<file path="src/rtl/dcr_pkg.sv">
package dcr_pkg;
    localparam int DW = 16;

    localparam logic [5:0] OFF_CS1 = 6'o00;
    localparam logic [5:0] OFF_WC  = 6'o02;
    localparam logic [5:0] OFF_BA  = 6'o04;
    localparam logic [5:0] OFF_DA  = 6'o06;
    localparam logic [5:0] OFF_CS2 = 6'o10;
    localparam logic [5:0] OFF_DS  = 6'o12;
    localparam logic [5:0] OFF_ATT = 6'o16;
    localparam logic [5:0] OFF_LA  = 6'o20;
    localparam logic [5:0] OFF_OFS = 6'o32;
    localparam logic [5:0] OFF_DC  = 6'o34;
    localparam logic [5:0] OFF_CC  = 6'o36;
    localparam logic [5:0] OFF_EXT = 6'o50;

    localparam int GO_BIT  = 0;
    localparam int IE_BIT  = 6;
    localparam int RDY_BIT = 7;
    localparam int ILL_BIT = 14;

    localparam logic [DW-1:0] FN_MASK  = 16'o000076;
    localparam logic [DW-1:0] GO_MASK  = 16'o000001;
    localparam logic [DW-1:0] TRE_MASK = 16'o040000;
    localparam logic [DW-1:0] RDY_MASK = 16'o000200;
    localparam logic [DW-1:0] DS_FORCE = 16'o010700;

    localparam logic [DW-1:0] FN_NOP_A = 16'o06;
    localparam logic [DW-1:0] FN_NOP_B = 16'o12;
    localparam logic [DW-1:0] FN_NOP_C = 16'o16;
    localparam logic [DW-1:0] FN_NOP_D = 16'o20;
    localparam logic [DW-1:0] FN_NOP_E = 16'o22;
    localparam logic [DW-1:0] FN_SEEK  = 16'o30;
    localparam logic [DW-1:0] FN_WRITE = 16'o60;
    localparam logic [DW-1:0] FN_READ  = 16'o70;

    typedef enum logic [2:0] {
        ACT_NONE, ACT_NOP, ACT_SEEK, ACT_WRITE, ACT_READ, ACT_ILLEGAL
    } act_e;

    typedef struct packed {
        logic [DW-1:0] cs1;
        logic [DW-1:0] wc;
        logic [DW-1:0] ba;
        logic [DW-1:0] da;
        logic [DW-1:0] cs2;
        logic [DW-1:0] ds;
        logic [DW-1:0] att;
        logic [DW-1:0] la;
        logic [DW-1:0] ofs;
        logic [DW-1:0] dc;
        logic [DW-1:0] cc;
        logic [DW-1:0] ext;
        logic          busy;
        logic          rd;
        logic          illegal;
    } regs_t;
endpackage

</file>
<file path="src/rtl/dcr_func_decode.sv">
module dcr_func_decode
    import dcr_pkg::*;
(
    input  logic [DW-1:0] val,
    output act_e          act,
    output logic [DW-1:0] kept
);
    logic [DW-1:0] fn;
    logic          go;

    always_comb begin
        fn   = val & FN_MASK;
        go   = val[GO_BIT];
        kept = go ? (val & ~(FN_MASK | GO_MASK | TRE_MASK)) : val;
        act  = ACT_NONE;
        if (fn == '0) begin
            act = ACT_NONE;
        end else if (fn == FN_NOP_A || fn == FN_NOP_B || fn == FN_NOP_C ||
                     fn == FN_NOP_D || fn == FN_NOP_E) begin
            act = ACT_NOP;
        end else if (go) begin
            case (fn)
                FN_SEEK:  act = ACT_SEEK;
                FN_WRITE: act = ACT_WRITE;
                FN_READ:  act = ACT_READ;
                default:  act = ACT_ILLEGAL;
            endcase
        end
    end
endmodule

</file>
<file path="src/rtl/dcr_irq.sv">
module dcr_irq (
    input  logic clk,
    input  logic rst_n,
    input  logic fire,
    input  logic ack,
    input  logic clr,
    output logic req
);
    logic req_d, req_q;

    always_comb begin
        req_d = req_q;
        if (ack)  req_d = 1'b0;
        if (fire) req_d = 1'b1;
        if (clr)  req_d = 1'b0;
    end

    always_ff @(posedge clk or negedge rst_n) begin
        if (!rst_n) req_q <= 1'b0;
        else        req_q <= req_d;
    end

    assign req = req_q;
endmodule

</file>
<file path="src/rtl/dcr_addr_gen.sv">
module dcr_addr_gen #(
    parameter int EXT_W = 6,
    localparam int PA_W = 16 + EXT_W
) (
    input  logic [15:0]     mem_addr,
    input  logic [1:0]      hi_bits,
    input  logic [15:0]     ext,
    output logic [PA_W-1:0] phys
);
    logic [EXT_W-1:0] ext_sel;

    always_comb begin
        ext_sel = ext[EXT_W-1:0];
        if (|ext_sel) phys = {ext_sel, mem_addr};
        else          phys = {{(EXT_W-2){1'b0}}, hi_bits, mem_addr};
    end
endmodule

</file>
<file path="src/rtl/disk_cmd_regs.sv">
module disk_cmd_regs
    import dcr_pkg::*;
#(
    parameter int          AW         = 6,
    parameter int          EXT_W      = 6,
    parameter logic [2:0]  IRQ_LEVEL  = 3'd5,
    parameter logic [8:0]  IRQ_VECTOR = 9'o254,
    localparam int         PA_W       = 16 + EXT_W
) (
    input  logic            clk,
    input  logic            rst_n,
    input  logic [AW-1:0]   bus_addr,
    input  logic            bus_wr,
    input  logic            bus_byte,
    input  logic [15:0]     bus_wdata,
    output logic [15:0]     bus_rdata,
    input  logic            bus_init,
    output logic            xfer_req,
    output logic            xfer_rd,
    output logic [PA_W-1:0] xfer_addr,
    output logic [15:0]     xfer_wc,
    output logic [15:0]     xfer_cyl,
    output logic [15:0]     xfer_da,
    input  logic            xfer_done,
    output logic            irq_req,
    input  logic            irq_ack,
    output logic [2:0]      irq_level,
    output logic [8:0]      irq_vector
);
    regs_t         q, d;
    logic [AW-1:0] sel;
    logic          odd;
    logic          fire;
    logic [DW-1:0] cs1_cand;
    logic [DW-1:0] dec_kept;
    act_e          dec_act;

    function automatic logic [DW-1:0] merge(input logic [DW-1:0] old,
                                            input logic [DW-1:0] wd,
                                            input logic by, input logic od);
        if (!by)     return wd;
        else if (od) return {wd[15:8], old[7:0]};
        else         return {old[15:8], wd[7:0]};
    endfunction

    assign sel      = {bus_addr[AW-1:1], 1'b0};
    assign odd      = bus_addr[0];
    assign cs1_cand = merge(q.cs1, bus_wdata, bus_byte, odd);

    dcr_func_decode u_dec (
        .val  (cs1_cand),
        .act  (dec_act),
        .kept (dec_kept)
    );

    always_comb begin
        d    = q;
        fire = 1'b0;
        if (bus_wr) begin
            case (sel)
                AW'(OFF_CS1): begin
                    if (!q.busy) begin
                        if (bus_byte && odd) begin
                            d.cs1 = cs1_cand;
                        end else begin
                            d.cs1 = dec_kept;
                            case (dec_act)
                                ACT_NOP: begin
                                    d.cs1[RDY_BIT] = 1'b1;
                                    fire = dec_kept[IE_BIT];
                                    if (cs1_cand[GO_BIT]) d.illegal = 1'b0;
                                end
                                ACT_SEEK: begin
                                    d.cs1[RDY_BIT] = 1'b1;
                                    d.cc      = q.dc;
                                    fire      = dec_kept[IE_BIT];
                                    d.illegal = 1'b0;
                                end
                                ACT_WRITE, ACT_READ: begin
                                    d.busy    = 1'b1;
                                    d.rd      = (dec_act == ACT_READ);
                                    d.illegal = 1'b0;
                                end
                                ACT_ILLEGAL: d.illegal = 1'b1;
                                default: ;
                            endcase
                        end
                    end
                end
                AW'(OFF_WC):  d.wc  = merge(q.wc,  bus_wdata, bus_byte, odd);
                AW'(OFF_BA):  d.ba  = merge(q.ba,  bus_wdata, bus_byte, odd);
                AW'(OFF_DA):  d.da  = merge(q.da,  bus_wdata, bus_byte, odd);
                AW'(OFF_CS2): d.cs2 = merge(q.cs2, bus_wdata, bus_byte, odd);
                AW'(OFF_DS):  d.ds  = merge(q.ds,  bus_wdata, bus_byte, odd);
                AW'(OFF_ATT): d.att = merge(q.att, bus_wdata, bus_byte, odd);
                AW'(OFF_LA):  d.la  = merge(q.la,  bus_wdata, bus_byte, odd);
                AW'(OFF_OFS): d.ofs = merge(q.ofs, bus_wdata, bus_byte, odd);
                AW'(OFF_DC):  d.dc  = merge(q.dc,  bus_wdata, bus_byte, odd);
                AW'(OFF_CC):  d.cc  = merge(q.cc,  bus_wdata, bus_byte, odd);
                AW'(OFF_EXT): d.ext = merge(q.ext, bus_wdata, bus_byte, odd);
                default: ;
            endcase
        end
        if (q.busy && xfer_done) begin
            d.busy         = 1'b0;
            d.wc           = '0;
            d.cs1[RDY_BIT] = 1'b1;
            fire           = q.cs1[IE_BIT];
        end
        if (bus_init) begin
            d.cs1 = '0;
            d.busy = 1'b0;
            fire  = 1'b0;
        end
    end

    always_ff @(posedge clk or negedge rst_n) begin
        if (!rst_n) q <= '0;
        else        q <= d;
    end

    always_comb begin
        case (sel)
            AW'(OFF_CS1): bus_rdata = q.cs1 | RDY_MASK;
            AW'(OFF_WC):  bus_rdata = q.wc;
            AW'(OFF_BA):  bus_rdata = q.ba;
            AW'(OFF_DA):  bus_rdata = q.da;
            AW'(OFF_CS2): bus_rdata = q.cs2;
            AW'(OFF_DS):  bus_rdata = q.ds | DS_FORCE | (DW'(q.illegal) << ILL_BIT);
            AW'(OFF_ATT): bus_rdata = q.att;
            AW'(OFF_LA):  bus_rdata = q.la;
            AW'(OFF_OFS): bus_rdata = q.ofs;
            AW'(OFF_DC):  bus_rdata = q.dc;
            AW'(OFF_CC):  bus_rdata = q.cc;
            AW'(OFF_EXT): bus_rdata = q.ext;
            default:      bus_rdata = '0;
        endcase
    end

    dcr_irq u_irq (
        .clk   (clk),
        .rst_n (rst_n),
        .fire  (fire),
        .ack   (irq_ack),
        .clr   (bus_init),
        .req   (irq_req)
    );

    dcr_addr_gen #(.EXT_W(EXT_W)) u_addr (
        .mem_addr (q.ba),
        .hi_bits  (q.cs1[9:8]),
        .ext      (q.ext),
        .phys     (xfer_addr)
    );

    assign xfer_req   = q.busy;
    assign xfer_rd    = q.rd;
    assign xfer_wc    = q.wc;
    assign xfer_cyl   = q.dc;
    assign xfer_da    = q.da;
    assign irq_level  = IRQ_LEVEL;
    assign irq_vector = IRQ_VECTOR;
endmodule

</file>
<file path="config.mk">
export PLATFORM = sky130hd
export DESIGN_NAME = disk_cmd_regs
export DESIGN_NICKNAME = d
export VERILOG_FILES = /design/src/rtl/dcr_pkg.sv /design/src/rtl/dcr_func_decode.sv /design/src/rtl/dcr_irq.sv /design/src/rtl/dcr_addr_gen.sv /design/src/rtl/disk_cmd_regs.sv
export SDC_FILE = /design/constraint.sdc
export NUM_CORES = 1
export LEC_CHECK = 0
export BUFFER_PORTS_ARGS = -buffer_cell sky130_fd_sc_hd__buf_4
export CAP_MARGIN = 5
export CORE_UTILIZATION = 40
export DETAILED_ROUTE_END_ITERATION = 12
export GPL_TIMING_DRIVEN = 0
export PLACE_DENSITY = 0.7
export SLEW_MARGIN = 40
export SYNTH_ARGS = -nofsm -noshare
export SYNTH_HDL_FRONTEND = slang
export SYNTH_SLANG_ARGS = --single-unit
</file>
<file path="constraint.sdc">
create_clock -name clk -period 2.7 [get_ports clk]
set_clock_uncertainty 0.05 [all_clocks]
set_input_delay 0.405 -clock clk [delete_from_list [all_inputs] [get_ports clk]]
set_output_delay 0.405 -clock clk [all_outputs]
set_load 0.02 [all_outputs]
</file>
==> metrics.md <==
| Metric | Value |
|---|---|
| Status | completed |
| Worst-Skew Late Latency | 0.43 ns |
| GP Congestion | around 0.94 |
| Start point of the worst min-delay path | bus_init |
| Cell taking the most area after synthesis | dfrtp_1 |
| CP required | between 2 and 2.5 ns |
| Async S/R FF share, synth | 100% |
| Clk root buf | clkbuf_16 |
| Critical path class | primary input to primary output |
| Simple-gate portion of the synthesized area | between 10% and 20% |
| Most numerous cell in the Yosys netlist | dfrtp_1 |
| Final setup fails | 0 |
| Clk pwr share | between 30% and 40% |
| Crit-path slowest cell | clkbuf_4 |
| Switching Share | 30.5% |
| CP Cell Sequence | buf_4 > or2_2 > buf_2 > nor3_4 > clkbuf_4 > a22oi_1 > and4_1 > nand3_1 > buf_4 |
| Synth Register Bits | ~190 |
| GRT overflow | 0 |
| Most used cell, CP | buf_4 |
| Hold Path Class | primary input to flop |
| Mapped Area | roughly 0.0099 mm^2 |
| Netlist cell types | ~60 |
| Unrepaired setup endpoints after global routing | yes |
| Maximum VDD drop | 0.000388 V |
| Min Hold Slack | 0.153 ns |
| Post-synth EDFFs | 0 |
| Share of layout cells above drive strength 1 | between 30 and 40% |
| Reg-to-Reg Start | q[181] |
| Switch Pwr | 2.35 mW |
| Die X | ~160 um |
| Min Tclk post-route | between 2 and 3 ns |
| Via/cell ratio | 5.83 |
| PortBufs | approximately 110 |
| Post-synth top area share | about 48% |
| Compound-Gate Fraction of Synth Area | a little over an eighth |
| Top_reg_cell synth | dfrtp_1 |
| Post-route ant nets | 0 |
| Clock Pin Slew Worst Setup and Hold Paths | around 0.070 ns |
| Routed WL | roughly 32 mm |
| Slew Viols, Final | 0 |
| Commonest cells in the synthesized netlist | dfrtp_1, mux2_2, nand2_1, a22oi_1, buf_4 |
| Post-Place Cell Area | about 0.011 mm^2 |
| R2r setup slk | between 0.2 and 0.3 ns |
| Power Density | ~640 mW/mm^2 |
| Largest family of logic cells by synthesized area | multiplexers |
| DIE AREA | 0.0253 mm^2 |
| CTS Buf Count | 17 |
| Wirelength per Cell | 22.6 um |
| FP Rows | 57 |
| Layout Nets | roughly 1,100 |
| Critical path's largest stage delay | roughly 0.30 ns |
| Antenna cell count | 0 |
| Total number of vias | between 8,000 and 9,000 |
| Fmax | 0.375 GHz |
| Area grow syn2layout | 22.0% |
| Worst Setup Start Kind | primary input |
| Hold Violations, Final | 0 |
| CTS tree | yes |
| Overall routing resource usage | 25.1% |
| Post-layout util | approximately 50% |
| Global-route wire length before repair | about 48 mm |
| Part of the cycle the worst path needs | a little over nine tenths |
| Post-route cell area | around 0.012 mm^2 |
| Vias in the first global route | approximately 8,000 |
| Cells after Synth | 905 |
| Multi-input gate area | 0.00437 mm^2 |
| Drt initial violations | ~830 |
| Boundary pin count | 130 |
| Dominant cells by area after synthesis | dfrtp_1, mux2_2, a22oi_1, buf_4, nand2_1 |
| Core ar. | roughly 0.024 mm^2 |
| P_int | 5.37 mW |
| Dpl hpwl | ~22 mm |
| Critical Path Sink Type | primary output |
| Combinational share of power | between 20% and 30% |
| R2r endpoint | q[34] |
| Setup TNS | 0 ns |
| Pin count of the biggest net entering global routing | 58 |
| Clock sink count | 191 |
| Leak | ~5.8 nW |
| Final std cells w/o fill | 1,400 |
| Relative slew slack | between 40% and 50% |
| Ys Warns | 0 |
| CP Capture Point | bus_rdata[12] |
| Placed instance count | 1,356 |
| Clock buffer depth | 2 |
| Synth Area in XOR/XNOR | less than 1% |
| Seq pwr share | 46.9% |
| Worst Setup SP | bus_addr[4] |
| Maxcap violations | 0 |
| Worst slew pin tran | between 0.8 and 0.9 ns |
| Syn Area/Cell | approximately 11 um^2 |
| Die H | approximately 160 um |
| Starting Density | 40.8% |
| # DRC | 0 |
| Multiplexer share of the synthesized area | between 10% and 20% |
| Worst EP arrival | about 2.2 ns |
| First drt pass iteration count | 7 |
| Htree depth | 4 |
| Register area share after synthesis | a little under 50% |
| Storage element area | between 0.004 and 0.005 mm^2 |
| Post-synthesis adder-cell area fraction | 0% |
| Initial antenna violation count | 0 |
| FILL cells | between 2,000 and 2,500 |
| Worst Reg2Reg Path Length in Cells | 5 |
| CP Max Fanout | 10 |
cell usage in the layout (no fill, tap or decap), types with 14 or more instances in the layout:
master	n
clkbuf_1	28
clkbuf_16	17
nor2_1	17
a22oi_1	87
nand2_1	90
nand3_1	37
a21oi_1	33
o211ai_1	14
dfrtp_1	191
buf_4	206
mux2_2	133
routing by layer:
metal / GRT usage [%] / share of wire [%] / wire (um) / up-vias
li1: - / - / - / 3545
met1: 35.4 / 43 / 13700 / 4119
met2: 37.7 / 45 / 14100 / 428
met3: 4.74 / 8.7 / 2760 / 73
met4: 10.7 / 3.3 / 1060 / 0
met5: 0 / 0 / 0 / -
worst min-delay path by stage:
| stage | endpoint | slack [ns] | cells past startpoint |
|---|---|---|---|
| 4_1_cts | q[179] | 0.15 | 2 |
| 3_5_place_dp | q[72] | 0.26 | 1 |
| 2_1_floorplan | q[0] | 0.06 | 0 |
| 6_report | q[179] | 0.15 | 2 |
| 3_3_place_gp | q[103] | 0.41 | 2 |
| 5_1_grt | q[179] | 0.16 | 2 |
state kept, by name, indices dropped and copies added (netlist names):
register	cells
q	140
u_irq.req	1
xfer_da	16
xfer_req	1
xfer_rd	1
xfer_wc	16
xfer_cyl	16
through the flow:
step                      setup WS (ns)  power (mW)
after floorplan                   0.165        4.63
after global placement           -0.769        5.27
after detailed placement         -0.586        5.35
after CTS                       0.00169        7.71
after global routing            -0.0180        8.00
final                            0.0317        7.72
timing repair:
| item | 4_1_cts | 5_1_grt |
|---|---|---|
| setup endpoints to repair | 16 | 11 |
| pin swaps | 6 | 2 |
| gates resized for setup | 21 | 10 |
| setup buffers | 7 | 7 |
| hold endpoints to repair | 33 | 0 |
| hold buffers | 1 | 0 |
| cloned | 0 | 0 |
worst max-delay path, delay by kind of cell:
family          cells  cell delay [ns]
compound gates      1             0.16
simple gates        4             0.86
buf+inv             4             0.78
power by group through the flow:
stage	Combinational (mW)	Clock, mW	Sequential, mW
3_5_place_dp	1.69	0	3.66
3_3_place_gp	1.63	0	3.65
4_1_cts	1.71	2.40	3.61
6_report	1.70	2.40	3.62
2_1_floorplan	1.11	0	3.52
5_1_grt	1.82	2.51	3.66
logic make-up (layout without fill, tap and decap cells):
| family | after synthesis | in the layout |
|---|---|---|
| compound gates | 184 | 184 |
| buf+inv | 139 | 300 |
| other cells | 2 | 12 |
| xor+xnor | 3 | 3 |
| flops | 191 | 191 |
| mux | 146 | 146 |
| simple gates | 240 | 240 |
area by class of cell:
cell class                 instances  area share (%)
timing repair buffer             132            8.93
buffer                           134            7.31
multi-input combinational        585            36.2
tap                              324            3.36
inverter                           3          0.0933
clock buffer                      19            3.67
sequential                       191            39.6
clock inverter                    12           0.830
Power figures use the tool's default switching activity.
